==> config.mk <==
export PLATFORM = sky130hd
export DESIGN_NAME = msi_dispatch
export DESIGN_NICKNAME = d
export VERILOG_FILES = /design/src/rtl/msi_dispatch_pkg.sv /design/src/rtl/msi_msg_build.sv /design/src/rtl/msi_pend_store.sv /design/src/rtl/msi_out_slot.sv /design/src/rtl/msi_dispatch.sv
export SDC_FILE = /design/constraint.sdc
export NUM_CORES = 1
export LEC_CHECK = 0
export ABC_AREA = 0
export BUFFER_PORTS_ARGS = -buffer_cell sky130_fd_sc_hd__buf_2
export CORE_UTILIZATION = 49
export CTS_BUF_LIST = sky130_fd_sc_hd__clkbuf_16
export DETAILED_ROUTE_END_ITERATION = 16
export PLACE_DENSITY = 0.8
export SLEW_MARGIN = 10
export SYNTH_ARGS = -nofsm -noshare
export SYNTH_HDL_FRONTEND = slang
export SYNTH_SLANG_ARGS = --single-unit
==> constraint.sdc <==
create_clock -name clk -period 4 [get_ports clk]
set_input_delay 0.8 -clock clk [delete_from_list [all_inputs] [get_ports clk]]
set_output_delay 0.8 -clock clk [all_outputs]
set_load 0.005 [all_outputs]
==> src/rtl/msi_dispatch_pkg.sv <==
package msi_dispatch_pkg;

    typedef enum logic [1:0] {
        ST_IDLE  = 2'd0,
        ST_FLUSH = 2'd1,
        ST_SCAN  = 2'd2
    } disp_state_e;

endpackage

==> src/rtl/msi_msg_build.sv <==
module msi_msg_build #(
    parameter int VW = 5
) (
    input  logic [VW-1:0] vec,
    input  logic [VW-1:0] cnt_mask,
    input  logic          addr64,
    input  logic [31:0]   addr_lo,
    input  logic [31:0]   addr_hi,
    input  logic [15:0]   data_base,
    output logic [63:0]   msg_addr,
    output logic [31:0]   msg_data
);
    logic [15:0] vmask16;
    logic [15:0] vec16;
    logic [31:0] lo_aligned;

    always_comb begin
        vmask16    = 16'(cnt_mask);
        vec16      = 16'(vec);
        lo_aligned = {addr_lo[31:2], 2'b00};
        msg_data   = {16'h0000, (data_base & ~vmask16) | (vec16 & vmask16)};
        msg_addr   = addr64 ? {addr_hi, lo_aligned} : {32'h0000_0000, lo_aligned};
    end
endmodule

==> src/rtl/msi_pend_store.sv <==
module msi_pend_store #(
    parameter int NVEC = 32,
    parameter int VW   = 5
) (
    input  logic            clk,
    input  logic            rst_n,
    input  logic            set_en,
    input  logic [VW-1:0]   set_idx,
    input  logic            clr_en,
    input  logic [VW-1:0]   clr_idx,
    input  logic            trim_en,
    input  logic [VW-1:0]   cnt_mask,
    output logic [NVEC-1:0] pend_o
);
    logic [NVEC-1:0] pend_q;
    logic [NVEC-1:0] pend_d;
    logic [NVEC-1:0] keep;

    for (genvar i = 0; i < NVEC; i++) begin : g_keep
        assign keep[i] = ((VW'(i) & ~cnt_mask) == '0);
    end

    always_comb begin
        pend_d = pend_q;
        if (set_en)  pend_d[set_idx] = 1'b1;
        if (clr_en)  pend_d[clr_idx] = 1'b0;
        if (trim_en) pend_d = pend_d & keep;
    end

    always_ff @(posedge clk) begin
        if (!rst_n) pend_q <= '0;
        else        pend_q <= pend_d;
    end

    assign pend_o = pend_q;


    trim_range_chk: assert property (@(posedge clk) disable iff (!rst_n)
        trim_en |=> ((pend_q & ~$past(keep)) == '0));

endmodule

==> src/rtl/msi_out_slot.sv <==
module msi_out_slot (
    input  logic        clk,
    input  logic        rst_n,
    input  logic        load,
    input  logic [63:0] ld_addr,
    input  logic [31:0] ld_data,
    input  logic [15:0] ld_rid,
    input  logic        wr_ready,
    output logic        wr_valid,
    output logic [63:0] wr_addr,
    output logic [31:0] wr_data,
    output logic [15:0] wr_rid,
    output logic        slot_free
);
    assign slot_free = !wr_valid || wr_ready;

    always_ff @(posedge clk) begin
        if (!rst_n) begin
            wr_valid <= 1'b0;
            wr_addr  <= '0;
            wr_data  <= '0;
            wr_rid   <= '0;
        end else if (load) begin
            wr_valid <= 1'b1;
            wr_addr  <= ld_addr;
            wr_data  <= ld_data;
            wr_rid   <= ld_rid;
        end else if (wr_ready) begin
            wr_valid <= 1'b0;
        end
    end


    hold_stall_chk: assert property (@(posedge clk) disable iff (!rst_n)
        (wr_valid && !wr_ready) |=> (wr_valid && $stable(wr_addr) && $stable(wr_data) && $stable(wr_rid)));


    data_upper_chk: assert property (@(posedge clk) disable iff (!rst_n)
        wr_valid |-> (wr_data[31:16] == 16'h0000));


    load_free_chk: assert property (@(posedge clk) disable iff (!rst_n)
        load |-> slot_free);

endmodule

==> src/rtl/msi_dispatch.sv <==
module msi_dispatch
    import msi_dispatch_pkg::*;
#(
    parameter int NVEC = 32
) (
    input  logic                      clk,
    input  logic                      rst_n,
    input  logic                      req_valid,
    input  logic [$clog2(NVEC)-1:0]   req_vec,
    output logic                      req_ready,
    output logic                      req_drop,
    input  logic                      cfg_enable,
    input  logic [$clog2($clog2(NVEC)+1)-1:0] cfg_log2_cnt,
    input  logic                      cfg_addr64,
    input  logic [31:0]               cfg_addr_lo,
    input  logic [31:0]               cfg_addr_hi,
    input  logic [15:0]               cfg_data,
    input  logic                      cfg_mask_cap,
    input  logic [NVEC-1:0]           cfg_mask,
    input  logic                      cfg_write,
    input  logic [15:0]               cfg_rid,
    output logic [NVEC-1:0]           pend_o,
    output logic                      wr_valid,
    input  logic                      wr_ready,
    output logic [63:0]               wr_addr,
    output logic [31:0]               wr_data,
    output logic [15:0]               wr_rid
);
    localparam int VW = $clog2(NVEC);
    localparam int LW = $clog2(VW + 1);
    localparam int CW = VW + 1;

    disp_state_e   state_q, state_d;
    logic [VW-1:0] idx_q, idx_d;
    logic          buf_valid, buf_vec_unused;
    logic [VW-1:0] buf_vec;
    logic          drop_q;

    logic [LW-1:0] eff_log;
    logic [CW-1:0] cnt_full;
    logic [VW-1:0] cnt_mask;

    logic accept, in_range, masked;
    logic acc_drop, acc_defer, acc_send;
    logic trim_en, scan_need;

    logic          load, buf_set, buf_clr, buf_drop, clr_en, adv;
    logic [VW-1:0] ld_vec;
    logic          slot_free;
    logic [63:0]   msg_addr;
    logic [31:0]   msg_data;

    assign buf_vec_unused = 1'b0;

    // enabled count, clamped to the implemented maximum
    always_comb begin
        eff_log  = (cfg_log2_cnt > LW'(VW)) ? LW'(VW) : cfg_log2_cnt;
        cnt_full = CW'(1) << eff_log;
        cnt_mask = VW'(cnt_full - CW'(1));
    end

    assign req_ready = (state_q == ST_IDLE) && !buf_valid;
    assign accept    = req_valid && req_ready;
    assign in_range  = ((req_vec & ~cnt_mask) == '0);
    assign masked    = cfg_mask_cap && cfg_mask[req_vec];
    assign acc_drop  = accept && (!cfg_enable || !in_range);
    assign acc_defer = accept && cfg_enable && in_range && masked;
    assign acc_send  = accept && cfg_enable && in_range && !masked;
    assign trim_en   = cfg_write && cfg_enable && cfg_mask_cap;
    assign scan_need = (state_q == ST_SCAN) && pend_o[idx_q] && !cfg_mask[idx_q];

    // state register
    always_ff @(posedge clk) begin
        if (!rst_n) begin
            state_q <= ST_IDLE;
            idx_q   <= '0;
        end else begin
            state_q <= state_d;
            idx_q   <= idx_d;
        end
    end

    // next state and scan index
    always_comb begin
        state_d = state_q;
        idx_d   = idx_q;
        unique case (state_q)
            ST_IDLE: begin
                idx_d = '0;
                if (trim_en) state_d = buf_valid ? ST_FLUSH : ST_SCAN;
            end
            ST_FLUSH: begin
                idx_d = '0;
                if (!cfg_enable)     state_d = ST_IDLE;
                else if (!buf_valid) state_d = ST_SCAN;
            end
            ST_SCAN: begin
                if (!cfg_enable) begin
                    state_d = ST_IDLE;
                end else if (trim_en) begin
                    idx_d = '0;
                end else if (adv) begin
                    if (idx_q >= cnt_mask) state_d = ST_IDLE;
                    else                   idx_d = idx_q + VW'(1);
                end
            end
            default: begin
                state_d = ST_IDLE;
                idx_d   = '0;
            end
        endcase
    end

    // output-side decisions: buffer first, then new request, then scan
    always_comb begin
        load     = 1'b0;
        ld_vec   = '0;
        buf_set  = 1'b0;
        buf_clr  = 1'b0;
        buf_drop = 1'b0;
        clr_en   = 1'b0;
        adv      = 1'b0;
        if (buf_valid) begin
            if (!cfg_enable) begin
                buf_clr  = 1'b1;
                buf_drop = 1'b1;
            end else if (slot_free) begin
                load    = 1'b1;
                ld_vec  = buf_vec;
                buf_clr = 1'b1;
            end
        end else if (acc_send) begin
            if (slot_free) begin
                load   = 1'b1;
                ld_vec = req_vec;
            end else begin
                buf_set = 1'b1;
            end
        end else if (state_q == ST_SCAN && cfg_enable && !trim_en) begin
            if (scan_need) begin
                if (slot_free) begin
                    load   = 1'b1;
                    ld_vec = idx_q;
                    clr_en = 1'b1;
                    adv    = 1'b1;
                end
            end else begin
                adv = 1'b1;
            end
        end
    end

    always_ff @(posedge clk) begin
        if (!rst_n) begin
            buf_valid <= 1'b0;
            buf_vec   <= '0;
            drop_q    <= 1'b0;
        end else begin
            drop_q <= acc_drop || buf_drop;
            if (buf_set) begin
                buf_valid <= 1'b1;
                buf_vec   <= req_vec;
            end else if (buf_clr) begin
                buf_valid <= 1'b0;
            end
        end
    end

    assign req_drop = drop_q | buf_vec_unused;

    msi_msg_build #(.VW(VW)) u_build (
        .vec       (ld_vec),
        .cnt_mask  (cnt_mask),
        .addr64    (cfg_addr64),
        .addr_lo   (cfg_addr_lo),
        .addr_hi   (cfg_addr_hi),
        .data_base (cfg_data),
        .msg_addr  (msg_addr),
        .msg_data  (msg_data)
    );

    msi_pend_store #(.NVEC(NVEC), .VW(VW)) u_pend (
        .clk      (clk),
        .rst_n    (rst_n),
        .set_en   (acc_defer),
        .set_idx  (req_vec),
        .clr_en   (clr_en),
        .clr_idx  (idx_q),
        .trim_en  (trim_en),
        .cnt_mask (cnt_mask),
        .pend_o   (pend_o)
    );

    msi_out_slot u_slot (
        .clk       (clk),
        .rst_n     (rst_n),
        .load      (load),
        .ld_addr   (msg_addr),
        .ld_data   (msg_data),
        .ld_rid    (cfg_rid),
        .wr_ready  (wr_ready),
        .wr_valid  (wr_valid),
        .wr_addr   (wr_addr),
        .wr_data   (wr_data),
        .wr_rid    (wr_rid),
        .slot_free (slot_free)
    );


    send_enabled_chk: assert property (@(posedge clk) disable iff (!rst_n)
        $rose(wr_valid) |-> $past(cfg_enable));


    defer_pend_chk: assert property (@(posedge clk) disable iff (!rst_n)
        acc_defer |=> pend_o[$past(req_vec)]);


    no_new_pend_chk: assert property (@(posedge clk) disable iff (!rst_n)
        !cfg_mask_cap |=> ((pend_o & ~$past(pend_o)) == '0));


    scan_block_chk: assert property (@(posedge clk) disable iff (!rst_n)
        trim_en |=> !req_ready);


    one_buffer_chk: assert property (@(posedge clk) disable iff (!rst_n)
        (acc_send && wr_valid && !wr_ready) |=> (!req_ready && wr_valid));

endmodule

==> reports/qor.yml, run 1 <==
status: "finished, final reports clean"
hold_ws_ns: 0.460
detail_route.wl_per_cell_microns: 18.4
ys_ff_latch: 141
ys_top_cells_by_count: "dfxtp_1 (141), a21oi_1 (138), nand3_1 (102)"
yosysSeqAreaShare_pct: 38.5
cp_max_fo: 8
end_kind: "flip-flop"
post-route-min-period_ns: 3.60
ctsHtreeMaxLevel: 4
hold_class: "reg -> reg"
async_reset_ff_share_pct: 0
grt_first_pass_wirelength_mm: 37.4
start_kind: "input port"
cp_slowest_cell: "nor4_4"
clkTransAtPathRegs_ns: 0.06
synth-edff-count: 0
synth_most_common_cell: "dfxtp_1"
grt_pass1_vias: 7195
die_area_sq_um: 15400
final_cell_area_sq_um: 9360
port_buffers: 270
top_level_ports: 291
num_rows: 44
drt_pass1_iterations: 5
path_cells: "buf_2 > nor3_1 > inv_1 > ha_1 > ha_1 > a222oi_1 > o2111ai_1 > or2_1 > buf_12 > nor4_4 > a21oi_1 > a2111oi_0"
rsz0062_at_grt: "no"
vias_per_cell: 6.05
cp_common_cell: "ha_1"
area_growth_pct: 27.7
post_cts_buffers: 0
reg2regPathDepth: 7
regToRegEndpoint: "u_slot.wr_data[4]$_SDFFE_PN0P_"
holdPathEnd: "u_slot.wr_addr[58]$_SDFFE_PN0P_"
ys_top_cells_by_area: "dfxtp_1 (39%), a21oi_1 (9.4%), nand3_1 (7.0%)"
route.detailed.drc: 0
dpl_cell_area_sq_um: 8790
post_cts_resized: 0
hold_viol: 0
timing.setup.tns_ns: 0
critPathMaxStageDelay_ns: 0.45
dp_slack_ns: 0.0227
busiest_layer: "met2"
overflow: 0
netlist_area_sq_um: 7330
cap_violations: 0
required_ns: 4.28
power_mw: 3.31
syn_avg_cell_area_sq_um: 8.73
synth_cell_types: 64
slew-limit-headroom_pct: 40.5
critPathKind: "in -> reg"
yosysTopAreaCell: "dfxtp_1"
worst_pin_slew_ns: 0.884
grt_max_degree: 92
place_inst: 1245
cts_tree: "built"
start_util_pct: 50.2
peakVddDrop_mv: 0.286
dr_total_vias: 7732
postSynthCellCount: 839
synth_top_area_share_pct: 38.5
cts_sinks: 141
drv_slew: 0
gr-usage-met2_pct: 45.3
ys.flop_type: "dfxtp_1"
use_met3_pct: 8.16
fp.dieH_microns: 124
drive_gt1_share_pct: 34.2
layout.nets: 1237
finalSetupViolCount: 0
met1_usage_pct: 38.9
drt_iter0_markers: 745
insertion_delay_ns: 0.43
antenna_found_initial: 2
period_share_pct: 90.0
p_leak_nw: 3.86
ys_warn_count: 0
utilization_pct: 64.1
hold_path_depth: 2
cts_root_buf: "clkbuf_16"
min_from: "u_slot.wr_addr[58]$_SDFFE_PN0P_"
clk_path_buf_depth: 2
ant_nets: 0
worstReg2RegStart: "idx_q[3]$_SDFFE_PN0P_"
cts_buffers: 17
grt_use_total_pct: 30.1
reg2reg_slack_ns: 0.57
place_hpwl_mm: 16.6
wl_mm: 23.5
final_cells: 1279
core_area_sq_um: 14600
die_x_microns: 124
gp_congestion: 0.938
ctsHoldBuffers: 0
arrival_ns: 3.89
skew_ns: 0.0203
fmax_mhz: 278
fin_ws_ns: 0.398
power.density_nw_per_um2: 353
[metal layers]
| metal | vias to the layer above | part of all wire, % |
|---|---|---|
| met5 | - | 0 |
| met3 | 63 | 8.2 |
| met2 | 391 | 47 |
| met4 | 0 | 3.7 |
| met1 | 3662 | 41 |
| li1 | 3616 | - |
[power breakdown]
group          internal (mW)  switching [mW]
registers               1.43          0.0132
clock network          0.863           0.650
logic                  0.153           0.195
[flip-flops by register name, summed over array words and instances, names as in the netlist]
name	cells
u_slot.wr_valid	1
buf_valid	1
idx_q	5
u_pend.pend_o	32
req_drop	1
state_q	2
buf_vec	5
u_slot.wr_data	16
u_slot.wr_addr	62
u_slot.wr_rid	16
[layout make-up]
| class | count | area [sq um] |
|---|---|---|
| flip-flops and latches | 141 | 2820 |
| diodes | 2 | 5.00 |
| multi-input cells | 600 | 3950 |
| well taps | 184 | 230 |
| inverters | 18 | 67.6 |
| fillers | 1278 | 5230 |
| clock buffers | 17 | 425 |
| repair buffers | 302 | 1720 |
| clock inverters | 15 | 138 |
[how the worst max path moves through the flow]
stage,startpoint,end,cells past startpoint
after floorplan,cfg_log2_cnt[2],u_slot.wr_data[11]$_SDFFE_PN0P_,14
after global placement,cfg_log2_cnt[2],u_pend.pend_o[22]$_SDFF_PN0_,12
after detailed placement,cfg_log2_cnt[2],u_pend.pend_o[30]$_SDFF_PN0_,12
after CTS,cfg_log2_cnt[2],u_pend.pend_o[30]$_SDFF_PN0_,12
after global routing,cfg_log2_cnt[2],u_pend.pend_o[18]$_SDFF_PN0_,12
final,cfg_log2_cnt[2],u_pend.pend_o[30]$_SDFF_PN0_,12
[kinds of logic after synthesis]
logic type	count (synthesis)	share of synthesized area [%]
adder cells (fa/ha/maj)	13	2.22
flip-flops	141	38.5
buffers and inverters	115	8.57
other	1	0.0512
AND/OR/NAND/NOR	210	16.1
multiplexers	43	8.28
AO/OA/AOI/OAI	316	26.3
[critical path, delay by kind of cell]
family          cells  cell delay, ns
compound gates      4            1.05
fa+ha+maj           2            0.53
buf+inv             3            0.43
simple gates        3            1.06
[layout by cell type, fill, tap and decap left out, drive strengths merged, types with 11 or more instances in the layout]
cell    count
a211oi     15
a21oi     139
a311oi     11
buf       302
clkbuf     17
conb       18
dfxtp     141
ha         13
inv        23
mux2       11
mux2i      19
mux4       13
nand2      24
nand3     102
nor2       21
nor3       14
o211ai     33
o21ai      69
Power figures use the tool's default switching activity.
==> inputs of run 2 (changes only) <==
- CORE_UTILIZATION: 49 -> 52
- PLACE_DENSITY: 0.8 -> 0.81
- SYNTH_HIERARCHICAL: unset -> 1
==> run 2 against run 1 <==
Net effect: first-iteration DRC count fell by 27%; hold slack improved by 0.018 ns; die area rose by 11%; cell count rose by 3.9%; clock-buffer cell count did not move; setup slack got worse by 0.053 ns; critical path type is now reg -> reg; critical endpoint is now u_pend/pend_o[13]$_SDFF_PN0_; largest power group is now registers; highest routed layer unchanged.
==> reports/qor.yml, run 2 <==
startpoint: "idx_q[0]$_SDFFE_PN0P_"
peakVddDrop_mv: 0.299  # +4.5%
synth_xor_area_share_pct: 0.101  # +0.10 points
grt_max_degree: 86  # -6.5%
period_share_pct: 91.4  # +1.3 points
syn_avg_cell_area_sq_um: 9.96  # +14%
netlist_area_sq_um: 8680  # +18%
async_reset_ff_share_pct: 0  # unchanged
finalSetupViolCount: 0  # unchanged
worst_pin_slew_ns: 1.06  # +0.172 ns
drt_iter0_markers: 547  # -27%
area_growth_pct: 19.1
synth-edff-count: 0  # unchanged
final_cell_mix: "buf_2 (288), dfxtp_1 (159), mux2i_1 (117)"
overflow: 0  # unchanged
power.density_nw_per_um2: 345  # -2.5%
hold_ws_ns: 0.478  # +0.0184 ns
die_area_sq_um: 17200  # +11%
synth_most_common_cell: "dfxtp_1"
yosysTopAreaCell: "dfxtp_1"
post_cts_buffers: 0  # unchanged
num_rows: 46  # +4.5%
vias_per_cell: 5.53  # -8.6%
gp_congestion: 0.913  # -2.7%
die_x_microns: 131  # +5.6%
ctsHoldBuffers: 0  # unchanged
ctsHtreeMaxLevel: 4  # unchanged
drt_pass1_iterations: 5  # unchanged
synthAdderAreaFrac_pct: 1.01  # -1.2 points
wl_mm: 23.0  # -2.2%
drive_gt1_share_pct: 38.0  # +3.8 points
core_area_sq_um: 16100  # +10%
detail_route.wl_per_cell_microns: 17.3  # -5.9%
port_buffers: 288  # +6.7%
yosysSeqAreaShare_pct: 36.7  # -1.9 points
fin_ws_ns: 0.345  # -0.0529 ns
post_cts_resized: 0  # unchanged
ys_ff_latch: 159  # +13%
arrival_ns: 3.96  # +0.07 ns
largest-register: "u_slot/wr_addr"
start_kind: "flip-flop"
drv_slew: 0  # unchanged
fp.dieH_microns: 131  # +5.6%
reg2reg_slack_ns: 0.35  # -0.22 ns
insertion_delay_ns: 0.42  # about the same
ys_top_cells_by_count: "dfxtp_1 (159), mux2i_1 (117), nor2b_1 (116)"
skew_ns: 0.0143  # -0.00601 ns
timing.setup.tns_ns: 0  # unchanged
status: "finished, final reports clean"
final_cells: 1329  # +3.9%
layout.nets: 1249  # +0.97%
dr_total_vias: 7343  # -5.0%
ys.flop_type: "dfxtp_1"
hold_viol: 0  # unchanged
synth_top_family_by_area: "simple AND/OR/NAND/NOR gates"
cts_tree: "built"
final_cell_area_sq_um: 10300  # +11%
clkTransAtPathRegs_ns: 0.06  # about the same
cts_sinks: 159  # +13%
place_hpwl_mm: 16.7  # +0.77%
worstReg2RegStart: "idx_q[0]$_SDFFE_PN0P_"
muxShareOfSynthArea_pct: 16.6  # +8.3 points
end_kind: "flip-flop"
synth-compound-area-share_pct: 13.2  # -13 points
grt_pass1_vias: 7248  # +0.74%
final_common_cell: "buf_2"
n_fill_cell: 1371  # +7.3%
yosys.area_share.simple_pct: 21.7  # +5.7 points
ant_nets: 0  # unchanged
reg2regPathDepth: 8  # +1
cp_max_fo: 19  # +11
slew-limit-headroom_pct: 29.5  # -11 points
synth_top_area_share_pct: 36.7  # -1.9 points
required_ns: 4.30  # +0.02 ns
grt_use_total_pct: 26.5  # -3.6 points
top_level_ports: 291  # unchanged
cap_violations: 0  # unchanged
dpl_cell_area_sq_um: 9770  # +11%
antenna_found_initial: 2  # unchanged
regToRegEndpoint: "u_pend/pend_o[13]$_SDFF_PN0_"
ys_warn_count: 6  # +6
crit_end: "u_pend/pend_o[13]$_SDFF_PN0_"
grt_first_pass_wirelength_mm: 36.7  # -1.9%
clk_path_buf_depth: 2  # unchanged
critPathKind: "reg -> reg"
postSynthCellCount: 872  # +3.9%
cts_buffers: 17  # unchanged
utilization_pct: 64.2  # about the same
dp_slack_ns: 0.143  # +0.120 ns
hold_class: "reg -> reg"
place_inst: 1295  # +4.0%
start_util_pct: 53.9  # +3.6 points
synth_cell_types: 81  # +27%
largest_reg_flops: 64  # +3.2%
route.detailed.drc: 0  # unchanged
rsz0062_at_grt: "no"
post-route-min-period_ns: 3.65  # +0.0529 ns
p_leak_nw: 4.33  # +12%
cts_root_buf: "clkbuf_16"
ys_top_cells_by_area: "dfxtp_1 (37%), mux2i_1 (13%), nor2b_1 (8.4%)"
fmax_mhz: 274  # -1.4%
power_mw: 3.56  # +7.8%
-- run 2: cell families (layout without fill, tap and decap cells) --
logic type | count (synthesis) | count (layout)
multiplexers | 132 | 132
AO/OA/AOI/OAI | 147 | 147
AND/OR/NAND/NOR | 291 | 291
adder cells (fa/ha/maj) | 7 | 7
other | 1 | 20
XOR/XNOR | 1 | 1
flip-flops | 159 | 159
buffers and inverters | 134 | 356
-- run 2: routing by layer --
layer  GRT usage [%]  wire length (microns)  up-vias
li1                -                      -     3469
met5               0                      0        -
met2            43.9                  11000      366
met3            8.68                   2180       47
met1            31.4                   9240     3461
met4            11.0                    600        0
-- run 2: where the power goes --
group	switching (mW)	internal [mW]	leakage, nW	total, mW
clock network	0.681	0.864	0.274	1.55
logic	0.198	0.193	2.77	0.391
registers	0.0147	1.61	1.28	1.63
total	0.894	2.67	4.33	3.56
-- run 2: worst max-delay path, stage by stage (launching register included) --
cell and delay, ns:
dfxtp_1 0.92, inv_1 0.15, nor4b_1 0.32, nor3_1 0.10, or4_4 0.59, a211oi_4 0.46, and3b_1 0.61, a221oi_1 0.20
o21a_1 0.17
-- run 2: how the worst min path moves through the flow --
stage	slack (ns)	cells past startpoint	start	to
global placement	0.46	2	buf_vec[1]$_SDFFE_PN0P_	buf_vec[1]$_SDFFE_PN0P_
global route	0.51	2	buf_vec[0]$_SDFFE_PN0P_	buf_vec[0]$_SDFFE_PN0P_
CTS	0.48	2	buf_vec[1]$_SDFFE_PN0P_	buf_vec[1]$_SDFFE_PN0P_
floorplan	0.45	2	buf_vec[2]$_SDFFE_PN0P_	buf_vec[2]$_SDFFE_PN0P_
detailed placement	0.47	2	buf_vec[1]$_SDFFE_PN0P_	buf_vec[1]$_SDFFE_PN0P_
finish	0.48	2	buf_vec[0]$_SDFFE_PN0P_	buf_vec[0]$_SDFFE_PN0P_
-- run 2: cell type report --
class / instances / area [sq um] / area share [%]
multi-input cells: 596 / 4650 / 44.9
flip-flops and latches: 159 / 3180 / 30.8
repair buffers: 304 / 1600 / 15.5
clock buffers: 17 / 425 / 4.11
well taps: 216 / 270 / 2.61
clock inverters: 15 / 134 / 1.29
inverters: 20 / 75.1 / 0.726
diodes: 2 / 5.00 / 0.0484
==> inputs of run 3 (changes only) <==
- CTS_CLUSTER_DIAMETER: unset -> 200
- RECOVER_POWER: unset -> 50
- TNS_END_PERCENT: unset -> 50
==> run 3 against run 2 <==
Net effect: the flow now finishes with violations (max-capacitance violations, max-slew violations); cell count did not move; maximum frequency is 1.6% higher; first-iteration DRC count is 4.4% higher; power fell by 0.13%; sequential share of layout area grew 0.34 points; highest routed layer unchanged; core utilization is 0.69 points lower.
==> reports/qor.yml, run 3 (synthesis results as in run 2) <==
status: "finished, violations left"
violations: "max-capacitance violations, max-slew violations"
min_from: "buf_vec[3]$_SDFFE_PN0P_"
met1_usage_pct: 31.4  # unchanged
skew_ns: 0.0142  # -0.0000515 ns
cp_slowest_cell: "dfxtp_1"
port_buffers: 288  # unchanged
post_cts_resized: 0  # unchanged
clk_path_buf_depth: 2  # unchanged
path_buf_inv: 1  # unchanged
post_cts_buffers: 0  # unchanged
grt_first_pass_wirelength_mm: 36.7  # unchanged
largest-register: "u_slot/wr_addr"
start_kind: "flip-flop"
power.density_nw_per_um2: 348  # +0.96%
largest_reg_flops: 64  # unchanged
worst_pin_slew_ns: 1.78  # +0.721 ns
period_share_pct: 89.9  # -1.5 points
area_growth_pct: 17.8
finalSetupViolCount: 0  # unchanged
gr-usage-met2_pct: 43.9  # unchanged
die_area_sq_um: 17200  # unchanged
regToRegEndpoint: "u_pend/pend_o[13]$_SDFF_PN0_"
drt_pass1_iterations: 5  # unchanged
cap_violations: 1  # +1
cts_root_buf: "clkbuf_16"
power_mw: 3.56  # -0.13%
use_met3_pct: 8.68  # unchanged
detail_route.wl_per_cell_microns: 17.3  # +0.21%
critPathKind: "reg -> reg"
post-route-min-period_ns: 3.60  # -0.0589 ns
insertion_delay_ns: 0.42  # about the same
cp_top_family: "simple AND/OR/NAND/NOR gates"
place_hpwl_mm: 16.7  # unchanged
reg2reg_slack_ns: 0.40  # +0.06 ns
ant_nets: 0  # unchanged
n_fill_cell: 1413  # +3.1%
antenna_found_initial: 2  # unchanged
overflow: 0  # unchanged
clkTransAtPathRegs_ns: 0.06  # about the same
top_level_ports: 291  # unchanged
gp_congestion: 0.913  # unchanged
critPathMaxStageDelay_ns: 0.89  # -0.03 ns
ctsHtreeMaxLevel: 4  # unchanged
end_kind: "flip-flop"
cts_buffers: 17  # unchanged
timing.setup.tns_ns: 0  # unchanged
slew-limit-headroom_pct: -18.5  # -48 points
cp_max_fo: 19  # unchanged
cts_tree: "built"
route.detailed.drc: 0  # unchanged
drt_iter0_markers: 571  # +4.4%
peakVddDrop_mv: 0.299  # -0.20%
vias_per_cell: 5.51  # -0.29%
ctsHoldBuffers: 0  # unchanged
cts_sinks: 159  # unchanged
num_rows: 46  # unchanged
drv_slew: 48  # +48
required_ns: 4.30  # about the same
final_cell_mix: "buf_2 (201), dfxtp_1 (159), mux2i_1 (117)"
worstReg2RegStart: "idx_q[0]$_SDFFE_PN0P_"
drive_gt1_share_pct: 30.2  # -7.8 points
grt_max_degree: 86  # unchanged
fp.dieH_microns: 131  # unchanged
holdPathEnd: "buf_vec[3]$_SDFFE_PN0P_"
layout.nets: 1249  # unchanged
dr_total_vias: 7322  # -0.29%
startpoint: "idx_q[0]$_SDFFE_PN0P_"
start_util_pct: 53.9  # unchanged
hold_class: "reg -> reg"
busiest_layer: "met2"
core_area_sq_um: 16100  # unchanged
die_x_microns: 131  # unchanged
grt_use_total_pct: 26.5  # unchanged
fmax_mhz: 278  # +1.6%
rsz0062_at_grt: "no"
reg2regPathDepth: 8  # unchanged
p_leak_nw: 3.95  # -8.7%
wl_mm: 23.0  # +0.21%
hold_viol: 0  # unchanged
path_cells: "inv_1 > nor4b_1 > nor3_1 > or4_4 > a211oi_4 > and3b_1 > a221oi_1 > o21a_1"
final_common_cell: "buf_2"
arrival_ns: 3.90  # -0.06 ns
grt_pass1_vias: 7248  # unchanged
hold_path_depth: 2  # unchanged
## run 3: where the power goes
part | internal (mW) | switching, mW
Combinational | 0.189 | 0.198
Sequential | 1.61 | 0.0151
Clock | 0.864 | 0.680
Total | 2.67 | 0.893
## run 3: layout make-up
type                    count  area [sq um]  area share, %
well taps                 216           270           2.64
diodes                      2          5.00         0.0489
repair buffers            304          1490           14.5
clock buffers              17           425           4.16
clock inverters            15           134           1.31
flip-flops and latches    159          3180           31.1
inverters                  20          75.1          0.734
multi-input cells         596          4650           45.4
## run 3: worst reg2reg max path, cell delays in order, from the launching register on
cell and delay [ns]:
dfxtp_1 0.89, inv_1 0.14, nor4b_1 0.32, nor3_1 0.10, or4_4 0.60, a211oi_4 0.46, and3b_1 0.59, a221oi_1 0.20
o21a_1 0.18
## run 3: routing by layer
layer  wire, microns  vias to the layer above  share of wire, %
met1            9120                     3428                40
met4             562                        0               2.4
met5               0                        -                 0
li1                -                     3470                 -
met3            2240                       48               9.7
met2           11100                      376                48
## run 3: through the flow
step           worst slack (ns)  hold slack (ns)  utilization [%]  area (sq um)  cells
2_1_floorplan             0.501            0.449                -          8750    889
3_3_place_gp              0.194            0.460             60.7          9770   1295
3_5_place_dp              0.143            0.467             60.7          9770   1295
4_1_cts                   0.495            0.477             64.1         10300   1327
5_1_grt                   0.194            0.522             63.5         10200   1329
6_report                  0.404            0.479             63.5         10200   1329
## run 3: worst max-delay path by stage
stage | to | slack, ns | cells after the start
5_1_grt | u_pend/pend_o[21]$_SDFF_PN0_ | 0.19 | 8
6_report | u_pend/pend_o[13]$_SDFF_PN0_ | 0.40 | 8
4_1_cts | u_slot/wr_data[6]$_SDFFE_PN0P_ | 0.50 | 9
2_1_floorplan | u_slot/wr_addr[0]$_SDFFE_PN0P_ | 0.50 | 14
3_3_place_gp | u_slot/wr_data[1]$_SDFFE_PN0P_ | 0.19 | 15
3_5_place_dp | u_slot/wr_data[6]$_SDFFE_PN0P_ | 0.14 | 13
